==> src/rtl/cal_seq_pkg.sv <==
package cal_seq_pkg;

  typedef enum logic [1:0] {
    Q_IDLE = 2'd0,
    Q_LOW  = 2'd1,
    Q_HIGH = 2'd2
  } qual_st_e;

  function automatic int imax(input int a, input int b);
    return (a > b) ? a : b;
  endfunction

endpackage

==> src/rtl/cmd_qualifier.sv <==
module cmd_qualifier
  import cal_seq_pkg::*;
#(
  parameter int LOW_MIN  = 3,
  parameter int HIGH_MIN = 3
) (
  input  logic clk,
  input  logic rst_n,
  input  logic clear_i,
  input  logic cmd_i,
  output logic fire_o
);

  localparam int CMAX = imax(LOW_MIN, HIGH_MIN);
  localparam int CW   = $clog2(CMAX + 1);

  qual_st_e        st_q, st_d;
  logic [CW-1:0]   cnt_q, cnt_d;

  always_comb begin
    st_d   = st_q;
    cnt_d  = cnt_q;
    fire_o = 1'b0;
    if (clear_i) begin
      st_d  = Q_IDLE;
      cnt_d = '0;
    end else begin
      case (st_q)
        Q_IDLE: begin
          if (!cmd_i) begin
            st_d  = Q_LOW;
            cnt_d = CW'(1);
          end
        end
        Q_LOW: begin
          if (!cmd_i) begin
            if (cnt_q < CW'(LOW_MIN)) cnt_d = cnt_q + 1'b1;
          end else if (cnt_q >= CW'(LOW_MIN)) begin
            st_d  = Q_HIGH;
            cnt_d = CW'(1);
          end else begin
            st_d  = Q_IDLE;
            cnt_d = '0;
          end
        end
        Q_HIGH: begin
          if (cmd_i) begin
            if (cnt_q == CW'(HIGH_MIN - 1)) begin
              fire_o = 1'b1;
              st_d   = Q_IDLE;
              cnt_d  = '0;
            end else begin
              cnt_d = cnt_q + 1'b1;
            end
          end else begin
            // the sample that cut the high phase opens a fresh low phase
            st_d  = Q_LOW;
            cnt_d = CW'(1);
          end
        end
        default: begin
          st_d  = Q_IDLE;
          cnt_d = '0;
        end
      endcase
    end
  end

  always_ff @(posedge clk or negedge rst_n) begin
    if (!rst_n) begin
      st_q  <= Q_IDLE;
      cnt_q <= '0;
    end else begin
      st_q  <= st_d;
      cnt_q <= cnt_d;
    end
  end

endmodule

==> src/rtl/powerup_timer.sv <==
module powerup_timer
  import cal_seq_pkg::*;
#(
  parameter int DLY_SHORT = 20,
  parameter int DLY_LONG  = 50
) (
  input  logic clk,
  input  logic rst_n,
  input  logic sel_i,
  input  logic pd_i,
  input  logic cmd_i,
  input  logic start_i,
  output logic fire_o
);

  localparam int DMAX = imax(DLY_SHORT, DLY_LONG);
  localparam int DW   = $clog2(DMAX + 1);

  logic          first_q, arm_q, arm_d;
  logic [DW-1:0] cnt_q, cnt_d;
  logic [DW-1:0] tgt_m1;
  logic          cnt_en;
  logic          inhibit;

  assign tgt_m1  = sel_i ? DW'(DLY_LONG - 1) : DW'(DLY_SHORT - 1);
  assign inhibit = first_q && cmd_i;
  assign cnt_en  = arm_q && !pd_i;

  always_comb begin
    fire_o = cnt_en && (cnt_q >= tgt_m1) && !inhibit;
    arm_d  = arm_q;
    if (start_i || inhibit) arm_d = 1'b0;
    cnt_d  = cnt_q;
    if (cnt_en) cnt_d = cnt_q + 1'b1;
  end

  always_ff @(posedge clk or negedge rst_n) begin
    if (!rst_n) begin
      first_q <= 1'b1;
      arm_q   <= 1'b1;
      cnt_q   <= '0;
    end else begin
      first_q <= 1'b0;
      arm_q   <= arm_d;
      cnt_q   <= cnt_d;
    end
  end

endmodule

==> src/rtl/cal_engine.sv <==
module cal_engine #(
  parameter int CAL_LEN = 12
) (
  input  logic clk,
  input  logic rst_n,
  input  logic req_i,
  input  logic pd_i,
  output logic start_o,
  output logic busy_o,
  output logic done_o
);

  localparam int CW = $clog2(CAL_LEN);

  logic          busy_q, busy_d;
  logic          done_q, done_d;
  logic [CW-1:0] cnt_q, cnt_d;
  logic          cnt_en;

  assign start_o = req_i && !busy_q && !pd_i;
  assign busy_o  = busy_q;
  assign done_o  = done_q;

  always_comb begin
    busy_d = busy_q;
    done_d = 1'b0;
    cnt_d  = cnt_q;
    cnt_en = 1'b0;
    if (busy_q) begin
      if (pd_i) begin
        busy_d = 1'b0;
      end else if (cnt_q == CW'(CAL_LEN - 1)) begin
        busy_d = 1'b0;
        done_d = 1'b1;
      end else begin
        cnt_en = 1'b1;
        cnt_d  = cnt_q + 1'b1;
      end
    end else if (start_o) begin
      busy_d = 1'b1;
      cnt_en = 1'b1;
      cnt_d  = '0;
    end
  end

  always_ff @(posedge clk or negedge rst_n) begin
    if (!rst_n) begin
      busy_q <= 1'b0;
      done_q <= 1'b0;
      cnt_q  <= '0;
    end else begin
      busy_q <= busy_d;
      done_q <= done_d;
      if (cnt_en) cnt_q <= cnt_d;
    end
  end

endmodule

==> src/rtl/cal_sequencer.sv <==
module cal_sequencer #(
  parameter int LOW_MIN   = 3,
  parameter int HIGH_MIN  = 3,
  parameter int CAL_LEN   = 12,
  parameter int DLY_SHORT = 20,
  parameter int DLY_LONG  = 50
) (
  input  logic clk,
  input  logic rst_n,
  input  logic cal_cmd_i,
  input  logic dly_sel_i,
  input  logic pwr_dn_i,
  output logic cal_busy_o,
  output logic cal_done_o
);

  logic [1:0] rsync_q;
  logic       rst_int_n;
  logic       cmd_fire;
  logic       auto_fire;
  logic       cal_start;
  logic       qual_clear;

  always_ff @(posedge clk or negedge rst_n) begin
    if (!rst_n) rsync_q <= 2'b00;
    else        rsync_q <= {rsync_q[0], 1'b1};
  end
  assign rst_int_n = rsync_q[1];

  assign qual_clear = cal_busy_o || pwr_dn_i;

  cmd_qualifier #(
    .LOW_MIN (LOW_MIN),
    .HIGH_MIN(HIGH_MIN)
  ) u_qual (
    .clk    (clk),
    .rst_n  (rst_int_n),
    .clear_i(qual_clear),
    .cmd_i  (cal_cmd_i),
    .fire_o (cmd_fire)
  );

  powerup_timer #(
    .DLY_SHORT(DLY_SHORT),
    .DLY_LONG (DLY_LONG)
  ) u_timer (
    .clk    (clk),
    .rst_n  (rst_int_n),
    .sel_i  (dly_sel_i),
    .pd_i   (pwr_dn_i),
    .cmd_i  (cal_cmd_i),
    .start_i(cal_start),
    .fire_o (auto_fire)
  );

  cal_engine #(
    .CAL_LEN(CAL_LEN)
  ) u_engine (
    .clk    (clk),
    .rst_n  (rst_int_n),
    .req_i  (cmd_fire || auto_fire),
    .pd_i   (pwr_dn_i),
    .start_o(cal_start),
    .busy_o (cal_busy_o),
    .done_o (cal_done_o)
  );

endmodule

==> config.mk <==
export PLATFORM = sky130hd
export DESIGN_NAME = cal_sequencer
export DESIGN_NICKNAME = d
export VERILOG_FILES = /design/src/rtl/cal_seq_pkg.sv /design/src/rtl/cmd_qualifier.sv /design/src/rtl/powerup_timer.sv /design/src/rtl/cal_engine.sv /design/src/rtl/cal_sequencer.sv
export SDC_FILE = /design/constraint.sdc
export NUM_CORES = 1
export LEC_CHECK = 0
export BUFFER_PORTS_ARGS = -buffer_cell sky130_fd_sc_hd__clkbuf_2
export CORE_ASPECT_RATIO = 0.7
export CORE_MARGIN = 2
export CORE_UTILIZATION = 55
export DETAILED_ROUTE_END_ITERATION = 10
export MAX_ROUTING_LAYER = met4
export PLACE_DENSITY = 0.76
export SYNTH_ARGS = -nofsm -noshare
export SYNTH_HDL_FRONTEND = slang
export SYNTH_HIERARCHICAL = 1
export SYNTH_SLANG_ARGS = --single-unit
==> constraint.sdc <==
create_clock -name clk -period 0.9 [get_ports clk]
set_clock_uncertainty 0.15 [all_clocks]
set_input_delay 0.045 -clock clk [delete_from_list [all_inputs] [get_ports clk]]
set_output_delay 0.045 -clock clk [all_outputs]
set_load 0.01 [all_outputs]
==> results of run 1 <==
per-stage QoR:
stage	hold WS, ps	setup TNS (ps)	worst slack (ps)	utilization [%]
final	-94.8	-13250	-1370	84.5
after global routing	-112	-14250	-1460	84.5
after CTS	-112	-12330	-1260	81.8
after detailed placement	-316	-12030	-1320	71.5
after global placement	-319	-11360	-1210	71.5
after floorplan	-401	-10330	-1190	-
power breakdown:
part / total, mW / switching (mW) / internal, mW
clock: 0.421 / 0.265 / 0.156
sequential: 0.946 / 0.0191 / 0.927
combinational: 0.340 / 0.155 / 0.185
total: 1.71 / 0.439 / 1.27
synth_stat cells (2+ instances only):
master and instances:
nor3_1 3, dfrtp_1 18, a21oi_1 2, nor2b_1 4, inv_1 3, a211oi_1 2
nor3b_1 2, nor2_1 6, nand3_1 4, dfstp_2 2, and3b_1 3, ha_1 8
conb_1 2, nand2_1 11, nand4_1 3, or2_1 2, xnor2_1 5, buf_6 2
sequential cells by signal, indices dropped and copies added (netlist names):
signal,flops
rsync_q,2
u_engine/busy_o,1
u_engine/cnt_q,4
u_engine/done_o,1
u_qual/cnt_q,2
u_qual/st_q,2
u_timer/arm_q,1
u_timer/cnt_q,6
u_timer/first_q,1
cell type report:
| class | instances | share of cell area (%) |
|---|---|---|
| clock buffer | 3 | 1.44 |
| inverter | 3 | 0.719 |
| multi-input combinational | 76 | 39.8 |
| sequential | 20 | 32.1 |
| tap | 22 | 1.76 |
| timing repair buffer | 46 | 24.2 |
cells by family after synthesis:
| group | Yosys count |
|---|---|
| simple gates | 46 |
| other cells | 2 |
| mux | 1 |
| flops | 20 |
| fa+ha+maj | 8 |
| compound gates | 13 |
| xor+xnor | 6 |
| buf+inv | 7 |
worst paths after layout:
| kind | slack (ps) | endpoint |
|---|---|---|
| worst max-delay path | -1370 | u_engine/cnt_q[1]$_DFFE_PN0P_ |
| worst min-delay path | -90 | u_qual/st_q[0]$_DFFE_PN0P_ |
| worst max register to register | -1370 | u_engine/cnt_q[1]$_DFFE_PN0P_ |
| worst min register to register | -60 | u_engine/busy_o$_DFF_PN0_ |
| max in group asynchronous | 40 | rsync_q[0]$_DFF_PN0_ |
| min in group asynchronous | -60 | u_engine/busy_o$_DFF_PN0_ |
metal layers:
| metal | GRT usage (%) | up-vias | routed length (um) |
|---|---|---|---|
| li1 | - | 447 | - |
| met4 | 14.0 | 0 | 97 |
| met2 | 48.3 | 29 | 1430 |
| met5 | - | - | 0 |
| met1 | 27.4 | 462 | 1140 |
| met3 | 7.26 | 12 | 114 |
layout by cell type (no fill, tap or decap), types with 4 or more instances in the layout:
cell	synthesis	final
buf_4	0	27
dfrtp_1	18	18
buf_6	2	9
nand2_1	11	7
clkbuf_2	0	6
nor2_1	6	6
xnor2_1	5	5
nand2_2	0	4
ha_1	8	4
worst reg2reg max path, cell delays in order, from the launching register on:
cell	delay (ps)
dfrtp_1	400
ha_1	310
a2111o_1	410
a31oi_1	160
nor2_1	60
or2_1	240
o21bai_2	220
and2_1	160
a311o_1	110
what timing repair did:
action / 4_1_cts / 5_1_grt
endpoints found under the hold margin: 7 / 4
setup buffers: 9 / 3
gates resized for setup: 20 / 7
setup endpoints to repair: 19 / 19
pin swaps: 8 / 8
==> impl_metrics.json, run 1 <==
{
  "status": "complete, but fails checks",
  "violations": "hold timing, setup timing",
  "synthXorXnorAreaFrac_pct": 4.86,
  "synth_mux_area_share_pct": 1.04,
  "hold-worst-slack_ps": -94.8,
  "cts_root_buf": "clkbuf_4",
  "worst_hold_startpoint": "cal_cmd_i",
  "die_y_um": 41.1,
  "worstPathArrival_ps": 2370,
  "nNetsFinal": 163,
  "dp.cells": 153,
  "crit_family": "compound AO/OA/AOI/OAI gates",
  "synth_fp_nets": 116,
  "grt_pass1_vias": 940,
  "clkLatencyLatePin_ps": 300,
  "num_vias": 950,
  "initial_core_util_pct": 58.3,
  "port_buffers": 6,
  "rsz0062_at_grt": "yes",
  "yosys.area_share.simple_pct": 24.0,
  "cts_tree": "done",
  "post-synth-top-area-cell": "dfrtp_1",
  "setup_slack_ps": -1370,
  "critPathBufInv": 0,
  "r2r_cells": 8,
  "r2r-start": "u_timer/cnt_q[1]$_DFFE_PN0P_",
  "crit_chain": "ha_1 -> a2111o_1 -> a31oi_1 -> nor2_1 -> or2_1 -> o21bai_2 -> and2_1 -> a311o_1",
  "worst-path-stages": 8,
  "grt-ovfl-total": 0,
  "drc": 0,
  "finalHoldViolations": 3,
  "hpwl_mm": 1.71,
  "multi_input_area_sq_um": 623,
  "cpPeakStageDelay_ps": 410,
  "drive_gt1_share_pct": 46.6,
  "finalPower_mw": 1.71,
  "dieWidth_um": 57.0,
  "first_pass_iters": 4,
  "critPathKind": "reg2reg",
  "stdcell_count": 170,
  "timing.fmax_mhz": 440,
  "fin_crit_ps": 2270,
  "period_share_pct": 252,
  "setup.worst_path.start": "u_timer/cnt_q[1]$_DFFE_PN0P_",
  "cap_violations": 0,
  "synthCells": 103,
  "hold_buffers": 3,
  "detail-route-antenna-nets": 0,
  "worstHoldPathCells": 3,
  "wirelength_mm": 2.78,
  "synthAdderAreaFrac_pct": 9.26,
  "synthArstFlopShare_pct": 100,
  "cts.htree.levels": 1,
  "cts.clk_slew.worst_paths_ps": 110,
  "initialDrtViolationCount": 18,
  "grt_use_total_pct": 26.3,
  "synth_area_leaders": "dfrtp_1, ha_1, dfstp_2, xnor2_1, nand2_1",
  "place.gp.congestion": 0.750,
  "synth_ff_type": "dfrtp_1",
  "grt_pass1_wl_mm": 4.17,
  "regArea_sq_um": 503,
  "rows": 13,
  "setup_violations": 19,
  "post-route-cell-area_sq_um": 1570,
  "ios": 7,
  "synthDistinctLibCells": 39,
  "cpMaxStageDelayCell": "a2111o_1",
  "synth-edff-count": 0,
  "synth_top_area_share_pct": 41.7,
  "synth_compound_area_share_pct": 9.72,
  "die-area_sq_um": 2340,
  "dpl_cell_area_sq_um": 1330,
  "viasPerCell": 5.59,
  "wl_per_cell_um": 16.4,
  "vdd_drop_max_v": 0.00114,
  "seq_area_frac_synth_pct": 46.5,
  "cts_sinks": 20,
  "cts_buffer_depth": 2,
  "path_max_fanout": 4,
  "numCtsBuffers": 3,
  "powerDensity_nw_per_um2": 1090,
  "antenna_cells": 0,
  "coreArea_sq_um": 1850,
  "netlist_area_sq_um": 1080,
  "crit_required_ps": 990,
  "n_fill_cell": 102,
  "p_leak_nw": 0.740,
  "syn_area_per_cell_sq_um": 10.5,
  "grt_max_degree": 11,
  "ys_seq_elements": 20,
  "antenna_found_initial": 0,
  "yosys_warnings": 6,
  "synth_top_family_by_area": "simple AND/OR/NAND/NOR gates",
  "area_delta_synth_final_pct": 44.9,
  "maxSlewViolCount": 0,
  "hold_class": "in2reg",
  "cp-end-kind": "flop",
  "start_kind": "flop"
}
Note: power is estimated with default switching activity, not from simulation.
==> run 2: changes to the inputs <==
- ABC_CLOCK_PERIOD_IN_PS: default -> 900
- CELL_PAD_IN_SITES_DETAIL_PLACEMENT: default -> 1
- CELL_PAD_IN_SITES_GLOBAL_PLACEMENT: default -> 2
- CORE_UTILIZATION: 55 -> 38
- PLACE_DENSITY: 0.76 -> 0.79
==> run 2 against run 1 <==
  * The flow still finishes with violations (hold timing, setup timing)
  * Sequential share of layout area shrank 1.6 points
  * Clock power grew 69%
  * First-iteration DRC count grew to 4.3 times the previous value
  * Total power grew 17%
  * Utilization shrank 24 points
  * Critical path type unchanged
==> impl_metrics.json, run 2 (synthesis gave the netlist of run 1 again) <==
{
  "coreArea_sq_um": 2740,
  "initialDrtViolationCount": 77,
  "vdd_drop_max_v": 0.000923,
  "rows": 16,
  "setup_slack_ps": -1240,
  "cts_sinks": 20,
  "ios": 7,
  "antenna_cells": 0,
  "numCtsBuffers": 3,
  "cts_root_buf": "clkbuf_8",
  "hpwl_mm": 1.98,
  "period_share_pct": 238,
  "grt-ovfl-total": 0,
  "switching_power_uw": 499,
  "setup_violations": 19,
  "rsz0062_at_grt": "yes",
  "nNetsFinal": 161,
  "wl_per_cell_um": 15.9,
  "switching_share_pct": 25.0,
  "area_delta_synth_final_pct": 52.4,
  "cts_tree": "done",
  "clkLatencyLatePin_ps": 270,
  "grt_pass1_wl_mm": 4.74,
  "pre_cts_slack_ps": -1320,
  "drive_gt1_share_pct": 47.6,
  "path_max_fanout": 4,
  "fin_crit_ps": 2140,
  "port_buffers": 6,
  "grt_max_degree": 19,
  "violations": "hold timing, setup timing",
  "crit_required_ps": 940,
  "largest_register_ffs": 6,
  "power_frac_seq_pct": 47.2,
  "grt_use_total_pct": 20.6,
  "fin_util_pct": 60.1,
  "hold_class": "in2reg",
  "top_register": "u_timer/cnt_q",
  "cp-end-kind": "flop",
  "powerDensity_nw_per_um2": 1210,
  "reg_top3": "u_timer/cnt_q (6), u_engine/cnt_q (4)",
  "place.gp.congestion": 0.822,
  "cts.clk_slew.worst_paths_ps": 80,
  "clkPwrFrac_pct": 35.6,
  "status": "complete, but fails checks",
  "maxSlewViolCount": 0,
  "dpl_cell_area_sq_um": 1370,
  "comb_power_share_pct": 17.3,
  "final_common_cell": "buf_4",
  "p_int_mw": 1.50,
  "num_vias": 922,
  "timing.fmax_mhz": 468,
  "antenna_found_initial": 0,
  "cts.htree.levels": 1,
  "drc": 0,
  "first_pass_iters": 4,
  "viasPerCell": 5.04,
  "start_kind": "flop",
  "die_y_um": 48.6,
  "grt_pass1_vias": 991,
  "dieWidth_um": 67.8,
  "stdcell_count": 183,
  "detail-route-antenna-nets": 0,
  "p_leak_nw": 0.783,
  "layout_common_cells": "buf_4, dfrtp_1, buf_6, nand2_1",
  "tns_ps": -12370,
  "die-area_sq_um": 3290,
  "cts_buffer_depth": 2,
  "cap_violations": 0,
  "hold-worst-slack_ps": -60.5,
  "worstPathArrival_ps": 2180,
  "finalHoldViolations": 2,
  "wirelength_mm": 2.92,
  "post-route-cell-area_sq_um": 1650,
  "initial_core_util_pct": 39.4,
  "critPathKind": "reg2reg",
  "dp.cells": 169,
  "hold_buffers": 2,
  "finalPower_mw": 2.00
}
## run 2: cell count changes in the layout (fill, tap and decap cells not counted), moves of 2 or more
cell      change
clkbuf_4      -3
clkbuf_8      +4
nand2_1       +2
nand2_2       -3
xnor2_1       -2
xnor2_2       +2
## run 2: repair_timing
item	in CTS	in global routing
endpoints found under the setup margin	19	19
buffers inserted	5	8
hold endpoints to repair	4	2
pin swaps	8	7
gates resized for setup	16	18
## run 2: final cells by class
type                    instances  area, sq um
well taps                      36         45.0
fillers                       289         1090
multi-input cells              76          664
inverters                       3         11.3
flip-flops and latches         20          503
clock buffers                   4         55.1
repair buffers                 44          369
## run 2: final timing paths
path / startpoint / slack (ps) / to / cells past startpoint
max reg2reg: u_timer/cnt_q[1]$_DFFE_PN0P_ / -1240 / u_engine/cnt_q[3]$_DFFE_PN0P_ / 9
max: u_timer/cnt_q[1]$_DFFE_PN0P_ / -1240 / u_engine/cnt_q[3]$_DFFE_PN0P_ / 9
min in group asynchronous: rsync_q[1]$_DFF_PN0_ / 60 / u_engine/done_o$_DFF_PN0_ / 1
min reg2reg: rsync_q[1]$_DFF_PN0_ / 60 / u_engine/done_o$_DFF_PN0_ / 1
min: cal_cmd_i / -60 / u_qual/st_q[0]$_DFFE_PN0P_ / 3
max in group asynchronous: rst_n / 50 / rsync_q[0]$_DFF_PN0_ / 3
## run 2: metal layers
metal | routed length (um) | GRT usage [%] | vias up
met2 | 1410 | 33.0 | 9
li1 | - | - | 447
met4 | 28 | 5.10 | 0
met3 | 74 | 6.28 | 4
met1 | 1410 | 25.1 | 462
met5 | 0 | - | -
## run 2: worst max-delay path, cell delays in order (launching register included)
cell and delay [ps]:
dfrtp_1 390, ha_1 290, a2111o_1 360, a31oi_1 130
nor2_1 50, or2_1 250, o21bai_2 180, buf_6 130
nand2_1 50, o211ai_1 80
## run 2: power by group through the flow
stage | Sequential (mW) | Clock (mW) | Combinational [mW]
detailed placement | 0.959 | 0 | 0.280
global placement | 0.956 | 0 | 0.270
finish | 0.941 | 0.710 | 0.344
global route | 0.944 | 0.785 | 0.376
CTS | 0.942 | 0.726 | 0.330
floorplan | 0.977 | 0 | 0.115
